### config.mk
export PLATFORM = sky130hd
export DESIGN_NAME = spi_slv_top
export DESIGN_NICKNAME = d
export VERILOG_FILES = /design/src/rtl/spi_slv_pkg.sv /design/src/rtl/spi_slv_sync.sv /design/src/rtl/spi_slv_engine.sv /design/src/rtl/spi_slv_rxbuf.sv /design/src/rtl/spi_slv_top.sv
export SDC_FILE = /design/constraint.sdc
export NUM_CORES = 1
export LEC_CHECK = 0
export BUFFER_PORTS_ARGS = -buffer_cell sky130_fd_sc_hd__buf_2
export CAP_MARGIN = 20
export CORE_MARGIN = 2
export CORE_UTILIZATION = 57
export CTS_BUF_LIST = sky130_fd_sc_hd__clkbuf_4
export CTS_CLUSTER_DIAMETER = 40
export DETAILED_ROUTE_END_ITERATION = 10
export PLACE_DENSITY = 0.9
export SETUP_SLACK_MARGIN = 0.3
export SLEW_MARGIN = 20
export SYNTH_ARGS = -nofsm -noshare
export SYNTH_HDL_FRONTEND = slang
export SYNTH_HIERARCHICAL = 1
export SYNTH_SLANG_ARGS = --single-unit
### constraint.sdc
create_clock -name clk -period 3.2 [get_ports clk]
set_clock_uncertainty 0.05 [all_clocks]
set_input_delay 0.32 -clock clk [delete_from_list [all_inputs] [get_ports clk]]
set_output_delay 0.32 -clock clk [all_outputs]
set_load 0.01 [all_outputs]
### src/rtl/spi_slv_pkg.sv
package spi_slv_pkg;
   typedef enum logic [1:0] {
      ST_IDLE   = 2'd0,
      ST_ACTIVE = 2'd1,
      ST_DONE   = 2'd2
   } spi_state_t;
endpackage

### src/rtl/spi_slv_sync.sv
module spi_slv_sync #(
   parameter int          N       = 3,
   parameter int          STAGES  = 2,
   parameter logic [N-1:0] RST_VAL = '0
) (
   input  logic         clk,
   input  logic         rst_n,
   input  logic [N-1:0] d,
   output logic [N-1:0] q
);
   if (STAGES < 2) begin : g_bad_stages
      $error("spi_slv_sync: STAGES must be at least 2");
   end

   for (genvar b = 0; b < N; b++) begin : g_bit
      logic [STAGES-1:0] chain;
      always_ff @(posedge clk or negedge rst_n) begin
         if (!rst_n) chain <= {STAGES{RST_VAL[b]}};
         else        chain <= {chain[STAGES-2:0], d[b]};
      end
      assign q[b] = chain[STAGES-1];
   end
endmodule

### src/rtl/spi_slv_engine.sv
module spi_slv_engine
   import spi_slv_pkg::*;
#(
   parameter int W = 8
) (
   input  logic         clk,
   input  logic         rst_n,
   input  logic         cpha,
   input  logic         lead,
   input  logic         trail,
   input  logic         ss_low,
   input  logic         ss_fall,
   input  logic         mosi_s,
   input  logic [W-1:0] hold,
   output logic         load,
   output logic         miso_bit,
   output logic         rx_valid,
   output logic [W-1:0] rx_byte
);
   localparam int CNT_W = $clog2(W + 1);

   spi_state_t       state;
   logic [W-1:0]     sh;
   logic [CNT_W-1:0] cnt;
   logic             samp;
   logic             samp_edge, shift_edge, last_bit;

   assign samp_edge  = cpha ? trail : lead;
   assign shift_edge = cpha ? lead  : trail;
   assign last_bit   = (cnt == CNT_W'(W - 1));

   // phase 0 starts on the select fall, phase 1 on the first leading edge
   assign load = ss_low && ((!cpha && ss_fall) ||
                            (cpha && (state == ST_IDLE) && lead));

   assign rx_valid = ss_low && (state == ST_ACTIVE) && samp_edge && last_bit;
   assign rx_byte  = {sh[W-2:0], mosi_s};
   assign miso_bit = sh[W-1];

   always_ff @(posedge clk or negedge rst_n) begin
      if (!rst_n) begin
         state <= ST_IDLE;
         sh    <= '0;
         cnt   <= '0;
         samp  <= 1'b0;
      end else if (!ss_low) begin
         state <= ST_IDLE;
         cnt   <= '0;
      end else if (load) begin
         sh    <= hold;
         state <= ST_ACTIVE;
         cnt   <= '0;
      end else if (state == ST_ACTIVE) begin
         if (samp_edge) begin
            samp <= mosi_s;
            cnt  <= cnt + 1'b1;
            if (last_bit) state <= cpha ? ST_IDLE : ST_DONE;
         end else if (shift_edge) begin
            sh <= {sh[W-2:0], samp};
         end
      end
   end


   done_frozen_chk: assert property (@(posedge clk) disable iff (!rst_n)
      (state == ST_DONE) |=> $stable(sh));


   cnt_bound_chk: assert property (@(posedge clk) disable iff (!rst_n)
      cnt <= CNT_W'(W));
endmodule

### src/rtl/spi_slv_rxbuf.sv
module spi_slv_rxbuf #(
   parameter int W = 8
) (
   input  logic         clk,
   input  logic         rst_n,
   input  logic         rx_valid,
   input  logic [W-1:0] rx_byte,
   input  logic         rd_ack,
   output logic [W-1:0] rx_data,
   output logic         rx_full,
   output logic         overrun
);
   always_ff @(posedge clk or negedge rst_n) begin
      if (!rst_n) begin
         rx_data <= '0;
         rx_full <= 1'b0;
         overrun <= 1'b0;
      end else if (rx_valid && (!rx_full || rd_ack)) begin
         rx_data <= rx_byte;
         rx_full <= 1'b1;
         if (rd_ack) overrun <= 1'b0;
      end else if (rx_valid) begin
         overrun <= 1'b1;
      end else if (rd_ack) begin
         rx_full <= 1'b0;
         overrun <= 1'b0;
      end
   end


   full_clear_chk: assert property (@(posedge clk) disable iff (!rst_n)
      $fell(rx_full) |-> $past(rd_ack));


   ovr_set_chk: assert property (@(posedge clk) disable iff (!rst_n)
      $rose(overrun) |-> $past(rx_full));


   keep_old_chk: assert property (@(posedge clk) disable iff (!rst_n)
      (rx_full && !rd_ack) |=> $stable(rx_data));
endmodule

### src/rtl/spi_slv_top.sv
module spi_slv_top #(
   parameter int DATA_W      = 8,
   parameter int SYNC_STAGES = 2
) (
   input  logic              clk,
   input  logic              rst_n,
   input  logic              cpol,
   input  logic              cpha,
   input  logic              sck,
   input  logic              ss_n,
   input  logic              mosi,
   output logic              miso_o,
   output logic              miso_oe,
   input  logic              wr_en,
   input  logic [DATA_W-1:0] wr_data,
   input  logic              rd_ack,
   output logic [DATA_W-1:0] rx_data,
   output logic              rx_full,
   output logic              tx_empty,
   output logic              overrun
);
   if (DATA_W < 2) begin : g_bad_width
      $error("spi_slv_top: DATA_W must be at least 2");
   end

   logic [2:0]        pins_s;
   logic              sck_s, ss_s, mosi_s;
   logic              sck_n, sck_nd, ss_d;
   logic              lead, trail, ss_low, ss_fall;
   logic              load, rx_valid;
   logic [DATA_W-1:0] hold, rx_byte;

   spi_slv_sync #(.N(3), .STAGES(SYNC_STAGES), .RST_VAL(3'b010)) u_sync (
      .clk   (clk),
      .rst_n (rst_n),
      .d     ({mosi, ss_n, sck}),
      .q     (pins_s)
   );
   assign sck_s  = pins_s[0];
   assign ss_s   = pins_s[1];
   assign mosi_s = pins_s[2];

   // normalise so that the leading edge is always a rise
   assign sck_n = sck_s ^ cpol;

   always_ff @(posedge clk or negedge rst_n) begin
      if (!rst_n) begin
         sck_nd <= 1'b0;
         ss_d   <= 1'b1;
      end else begin
         sck_nd <= sck_n;
         ss_d   <= ss_s;
      end
   end

   assign lead    = sck_n & ~sck_nd;
   assign trail   = ~sck_n & sck_nd;
   assign ss_low  = ~ss_s;
   assign ss_fall = ~ss_s & ss_d;

   always_ff @(posedge clk or negedge rst_n) begin
      if (!rst_n) begin
         hold     <= '0;
         tx_empty <= 1'b1;
      end else if (wr_en) begin
         hold     <= wr_data;
         tx_empty <= 1'b0;
      end else if (load) begin
         tx_empty <= 1'b1;
      end
   end

   spi_slv_engine #(.W(DATA_W)) u_engine (
      .clk      (clk),
      .rst_n    (rst_n),
      .cpha     (cpha),
      .lead     (lead),
      .trail    (trail),
      .ss_low   (ss_low),
      .ss_fall  (ss_fall),
      .mosi_s   (mosi_s),
      .hold     (hold),
      .load     (load),
      .miso_bit (miso_o),
      .rx_valid (rx_valid),
      .rx_byte  (rx_byte)
   );

   spi_slv_rxbuf #(.W(DATA_W)) u_rxbuf (
      .clk      (clk),
      .rst_n    (rst_n),
      .rx_valid (rx_valid),
      .rx_byte  (rx_byte),
      .rd_ack   (rd_ack),
      .rx_data  (rx_data),
      .rx_full  (rx_full),
      .overrun  (overrun)
   );

   assign miso_oe = ss_low;


   empty_on_load_chk: assert property (@(posedge clk) disable iff (!rst_n)
      $rose(tx_empty) |-> $past(load));


   write_wins_chk: assert property (@(posedge clk) disable iff (!rst_n)
      wr_en |=> !tx_empty);
endmodule

* Word-level counts from Yosys, hierarchy flattened
Cells that the tools add are included.
** Word-level totals
- Bits in registers :: 42
- Word-level logic and storage cells :: 76
** Cells by class
- Eq/ne operators :: 4
- Multiplexer cells :: 24
- Bitwise logic cells :: 8
- Add/subtract/negate cells :: 1
- Reductions and logical operators :: 25
** Operators with widths (count)
- two-way mux 8 bit :: 4
- two-way mux 4 bit :: 4
- two-way mux 2 bit :: 6
- two-way mux 1 bit :: 10
- nonzero test 3 bit :: 3
- logical AND 1 bit :: 8
- AND reduction 4 bit :: 2
- nonzero test 2 bit :: 4
- adder 4 x 1 -> 4 bit, second input constant :: 1
- equality test 4 x 3 -> 1 bit, second input constant :: 1
- != test 2 bit, second input constant :: 2
- NOT 1 bit :: 4
- AND reduction 2 bit :: 2
- AND 1 bit :: 3
- AND reduction 3 bit :: 1
- equality test 2 x 1 -> 1 bit, second input constant :: 1
- zero test 1 bit :: 2
- zero test 2 bit :: 1
- logical OR 1 bit :: 2
- bitwise XOR 1 bit :: 1

* Longest topological paths before layout
- Word-level depth :: 9
- Depth in mapped cells :: 10
- Mapped depth without buffers :: 8

* Modules after synthesis
The synthesis kept the hierarchy.
** By module, submodules not included
- spi_slv_engine :: times used 1, cells an instance 71, sequential area each 375.4 um^2, area an instance 785.8 um^2
- spi_slv_top :: times used 1, cells an instance 28, sequential area each 277.8 um^2, area an instance 449.2 um^2
- spi_slv_rxbuf :: times used 1, cells an instance 23, sequential area each 250.2 um^2, area an instance 411.6 um^2
- spi_slv_sync :: times used 1, cells an instance 9, sequential area each 152.6 um^2, area an instance 175.2 um^2

* Worst setup path before layout
OpenSTA, ideal clock, no wires.
- Path type :: register to register
- Start point :: reg u_sync.g_bit[0].chain[1]
- End point :: reg u_rxbuf.rx_data[0]
- Setup slack :: 880 ps
- Required time :: 3025 ps
- Library setup time :: 125 ps
- Path buffers :: 2
- Stages on the path, launching flop included :: 11
- Arrival :: 2145 ps
- Cell sequence :: dfrtp_1 buf_4 xnor2_1 and2_1 mux2_2 and2_1 buf_2 and4b_1 and2_1 nand2_4 mux2_4
** Between the ends
- Longest elaborated chain between the ends :: 7
- Elaborated cells on any way between the ends :: 8
- Classes of those cells :: mux (1); bitwise (4); reduce/logical (3)
** RTL lines
- start: declaration :: line spi_slv_sync.sv:16 : logic [STAGES-1:0] chain;
- start signal: assignment :: line spi_slv_sync.sv:18 : if (!rst_n) chain <= {STAGES{RST_VAL[b]}};
- start signal: assignment :: line spi_slv_sync.sv:19 : else chain <= {chain[STAGES-2:0], d[b]};
- bitwise XOR 1 bit :: line spi_slv_top.sv:44 : assign sck_n = sck_s ^ cpol;
- NOT 1 bit :: line spi_slv_top.sv:57 : assign trail = ~sck_n & sck_nd;
- AND 1 bit :: line spi_slv_top.sv:57
- via trail :: line spi_slv_top.sv:29 : logic lead, trail, ss_low, ss_fall;
- two-way mux 1 bit :: line spi_slv_engine.sv:28 : assign samp_edge = cpha ? trail : lead;
- logical AND 1 bit (2 in series) :: line spi_slv_engine.sv:36 : assign rx_valid = ss_low && (state == ST_ACTIVE) && samp_edge && last_bit;
- via rx_valid :: line spi_slv_top.sv:30 : logic load, rx_valid;
- logical AND 1 bit :: line spi_slv_rxbuf.sv:18 : end else if (rx_valid && (!rx_full || rd_ack)) begin
- end signal: assignment :: line spi_slv_rxbuf.sv:19 : rx_data <= rx_byte;
- end: declaration :: line spi_slv_rxbuf.sv:9 : output logic [W-1:0] rx_data,
The timed path passes the listed nets, and every way through them passes these cells.
A chain may end at the register's enable or synchronous reset.

* Final worst setup path
- Start point :: reg u_sync.g_bit[0].chain[1]
- End point :: reg u_engine.sh[3]
** Between the ends
- Longest elaborated chain between the ends :: 7
- Elaborated cells on any way between the ends :: 14
- Classes of those cells :: eq/ne (1); mux (3); bitwise (4); reduce/logical (6)
** RTL lines
- bitwise XOR 1 bit (*) :: line spi_slv_top.sv:44
- AND 1 bit (*) :: line spi_slv_top.sv:56 : assign lead = sck_n & ~sck_nd;
- via lead :: line spi_slv_top.sv:29
- logical AND 1 bit (*) :: line spi_slv_engine.sv:34 : (cpha && (state == ST_IDLE) && lead));
- logical OR 1 bit (*) :: line spi_slv_engine.sv:33 : assign load = ss_low && ((!cpha && ss_fall) ||
- logical AND 1 bit (*) :: line spi_slv_engine.sv:33
- via load :: line spi_slv_top.sv:30
- != test 2 bit (no source line) / nonzero test 2 bit (equally long branches)
- AND reduction 4 bit (no source line)
- end signal: assignment :: line spi_slv_engine.sv:50 : sh <= hold;
- end signal: assignment :: line spi_slv_engine.sv:59 : sh <= {sh[W-2:0], samp};
- end: declaration :: line spi_slv_engine.sv:23 : logic [W-1:0] sh;
The timed path passes the listed nets; every way through them passes the cells marked *.

==> run metrics <==
Finish-stage setup viols=0; Die ar.=0.00366 mm2; Cell variety after synth=37; HP Class=input port to async pin; Post-synth EDFFs=0; WP data arrival=2520 ps; PnR Total Power=1.10 mW; setup ws final=870 ps; VDD IR-drop max=300 uV; Tcrit/Tclk final=0.728; RSZ-0062 raised after global routing=no; fmax=0.429 GHz; post-synthesis cell area=0.00182 mm2; top-area cell type share of the netlist area=0.522; GRT Overall Usage=0.185; Critical Path Source Type=flop; Clk Latency, worst-skew pair=350 ps; CTS max path bufs=2; setup bufs post-CTS=0; largest area contributor in the netlist=dfrtp_1; Seq/Total Area, Yosys=0.580; first-pass GRT wire length=4.77 mm; WL per Instance=14.0 um; GPL Wtd Cong=0.924; fraction of layout cells with a size suffix above 1=0.380; reg2reg setup slack=870 ps; Mean Syn Cell Area=13.9 um2; Req. time, crit path=3390 ps; H-tree levels=2; Placement Cell Area=0.00197 mm2; area growth from synthesis to final layout=13.8%; critical setup path kind=flop to flop; Reg clk slew, reported paths=120 ps; vias in the first global route=1,030; I/O Pins=30; Finished Cell Area=0.00207 mm2; Core Box Area=0.00305 mm2; top-count cell post-synth=dfrtp_1; ys async rst share=1.00; DR pass1 iterations=4; CTS tree=built; Hold Vio Cnt, Final=0; clk sinks=42; status=completed; Fin Setup TNS=0 ps; most frequent cells after synthesis=dfrtp_1 (38), mux2_4 (16), nor2_1 (10), a22o_1 (8), a21o_1 (7); DRT Wirelength=2.91 mm; CP max FO=12; NumNets Final=180; initial antenna violation count=0; FILL cells=225; Post-Synthesis Cells=131; Cell Pwr Density=529 mW/mm2; DR vias=1,080; syn nets=149; Worst Tran Pin Value=869 ps; CP endpoint kind=flop; clock root buffer=clkbuf_4; Primary FF master, synth=dfrtp_1; Reg2Reg Depth=6; Vias/cell=5.22; largest net degree at the start of global routing=43; Tmin final=2330 ps; synth top area cells=dfrtp_1 (52%), mux2_4 (13%), dfstp_2 (5.8%); number of DRC markers in iteration 0=33; die width=60.5 um; area occupied by multi-input gates=699 um2; row cnt=20; Syn. warnings=6; initial core utilization=0.597; Buffers on Ports=29; total gr overflow=0; DP HPWL=2.19 mm; die height=60.5 um; worst slack, placed=804 ps; MaxCap Viol Count=0; drt drc=0; CTS Buf Count=5; Antenna Cells=0; Yosys reg bits=42; max-slew violations=0; Antenna Nets Post-Route=0; leak pwr=1.08 nW; Slew HR=0.421; area occupied by registers=0.00106 mm2
[per-layer routing]
| metal | vias to the layer above | track usage | share of wire |
|---|---|---|---|
| met4 | 0 | 0.0839 | 0.019 |
| met1 | 523 | 0.245 | 0.45 |
| met3 | 8 | 0.0640 | 0.051 |
| li1 | 518 | - | - |
| met2 | 31 | 0.278 | 0.48 |
| met5 | - | 0 | 0 |
[kinds of logic (layout without fill, tap and decap cells)]
kind of cell	after synthesis	in the layout	synth area share
muxes	18	18	0.144
AOI/OAI and AO/OA	23	23	0.102
adders and majority gates	1	1	0.00687
buffers and inverters	11	43	0.0364
DFF	42	42	0.580
xor gates and xnor gates	4	4	0.0192
and+or+nand+nor	32	32	0.112
[state kept, by name (all words and copies together), names as in the netlist]
register            count
u_rxbuf/overrun         1
u_engine/samp           1
hold                    8
u_engine/state          2
u_engine/sh             8
sck_nd                  1
tx_empty                1
u_engine/cnt            4
u_rxbuf/rx_data         8
u_sync/g_bit.chain      6
ss_d                    1
u_rxbuf/rx_full         1
[cell usage in the layout (no fill, tap or decap), types with 2 or more instances in the layout]
cell type and instances:
xor2_1 2, inv_1 4, nand3_1 2, nand3b_1 2, dfstp_2 4, dlygate4sd3_1 2
a21oi_1 3, mux2_4 16, clkbuf_4 7, a21o_1 7, buf_2 29, and2_1 4
nor2b_1 2, xnor2_1 2, a22o_1 8, dfrtp_1 38, nor2_1 10
[power by group]
part / internal, mW / leakage [nW] / switching [mW]
clock: 0.183 / 0.0463 / 0.154
sequential: 0.588 / 0.527 / 0.0408
combinational: 0.0706 / 0.510 / 0.0608
[through the flow]
step,util,hold slack (ps),instances
global placement,0.645,283,197
detailed placement,0.645,291,197
floorplan,-,-25.6,131
finish,0.679,26.7,207
CTS,0.676,8.85,206
global route,0.679,3.47,207
[final cells by class]
type                       instances  share of cell area
clock buffer                       7              0.0253
timing repair buffer              31              0.0797
sequential                        42               0.509
clock inverter                     1              0.0145
multi-input combinational         78               0.337
inverter                           4             0.00724
tap                               44              0.0266
[path summary, 6_finish.rpt]
path,start,to
min in group clk,mosi,u_sync/g_bit[2].chain[0]$_DFF_PN0_
hold reg to reg,u_sync/g_bit[0].chain[0]$_DFF_PN0_,u_sync/g_bit[0].chain[1]$_DFF_PN0_
setup / recovery,u_sync/g_bit[0].chain[1]$_DFF_PN0_,u_engine/sh[3]$_DFFE_PN0P_
hold / removal,rst_n,hold[1]$_DFFE_PN0P_
setup reg to reg,u_sync/g_bit[0].chain[1]$_DFF_PN0_,u_engine/sh[3]$_DFFE_PN0P_
max in group asynchronous,rst_n,u_rxbuf/rx_data[1]$_DFFE_PN0P_
[worst max-delay path, stage by stage, from the launching register on]
cell       delay [ps]
dfrtp_1           390
xnor2_1           140
nor2_1            230
nand4bb_1         190
a21boi_1          690
nor2_1            290
a21o_1            250
[what timing repair did]
item                      CTS  global route
hold endpoints to repair    1             1
hold buffers                1             1
resized for setup           0             0
No activity file was read; power rests on OpenSTA's default activity.
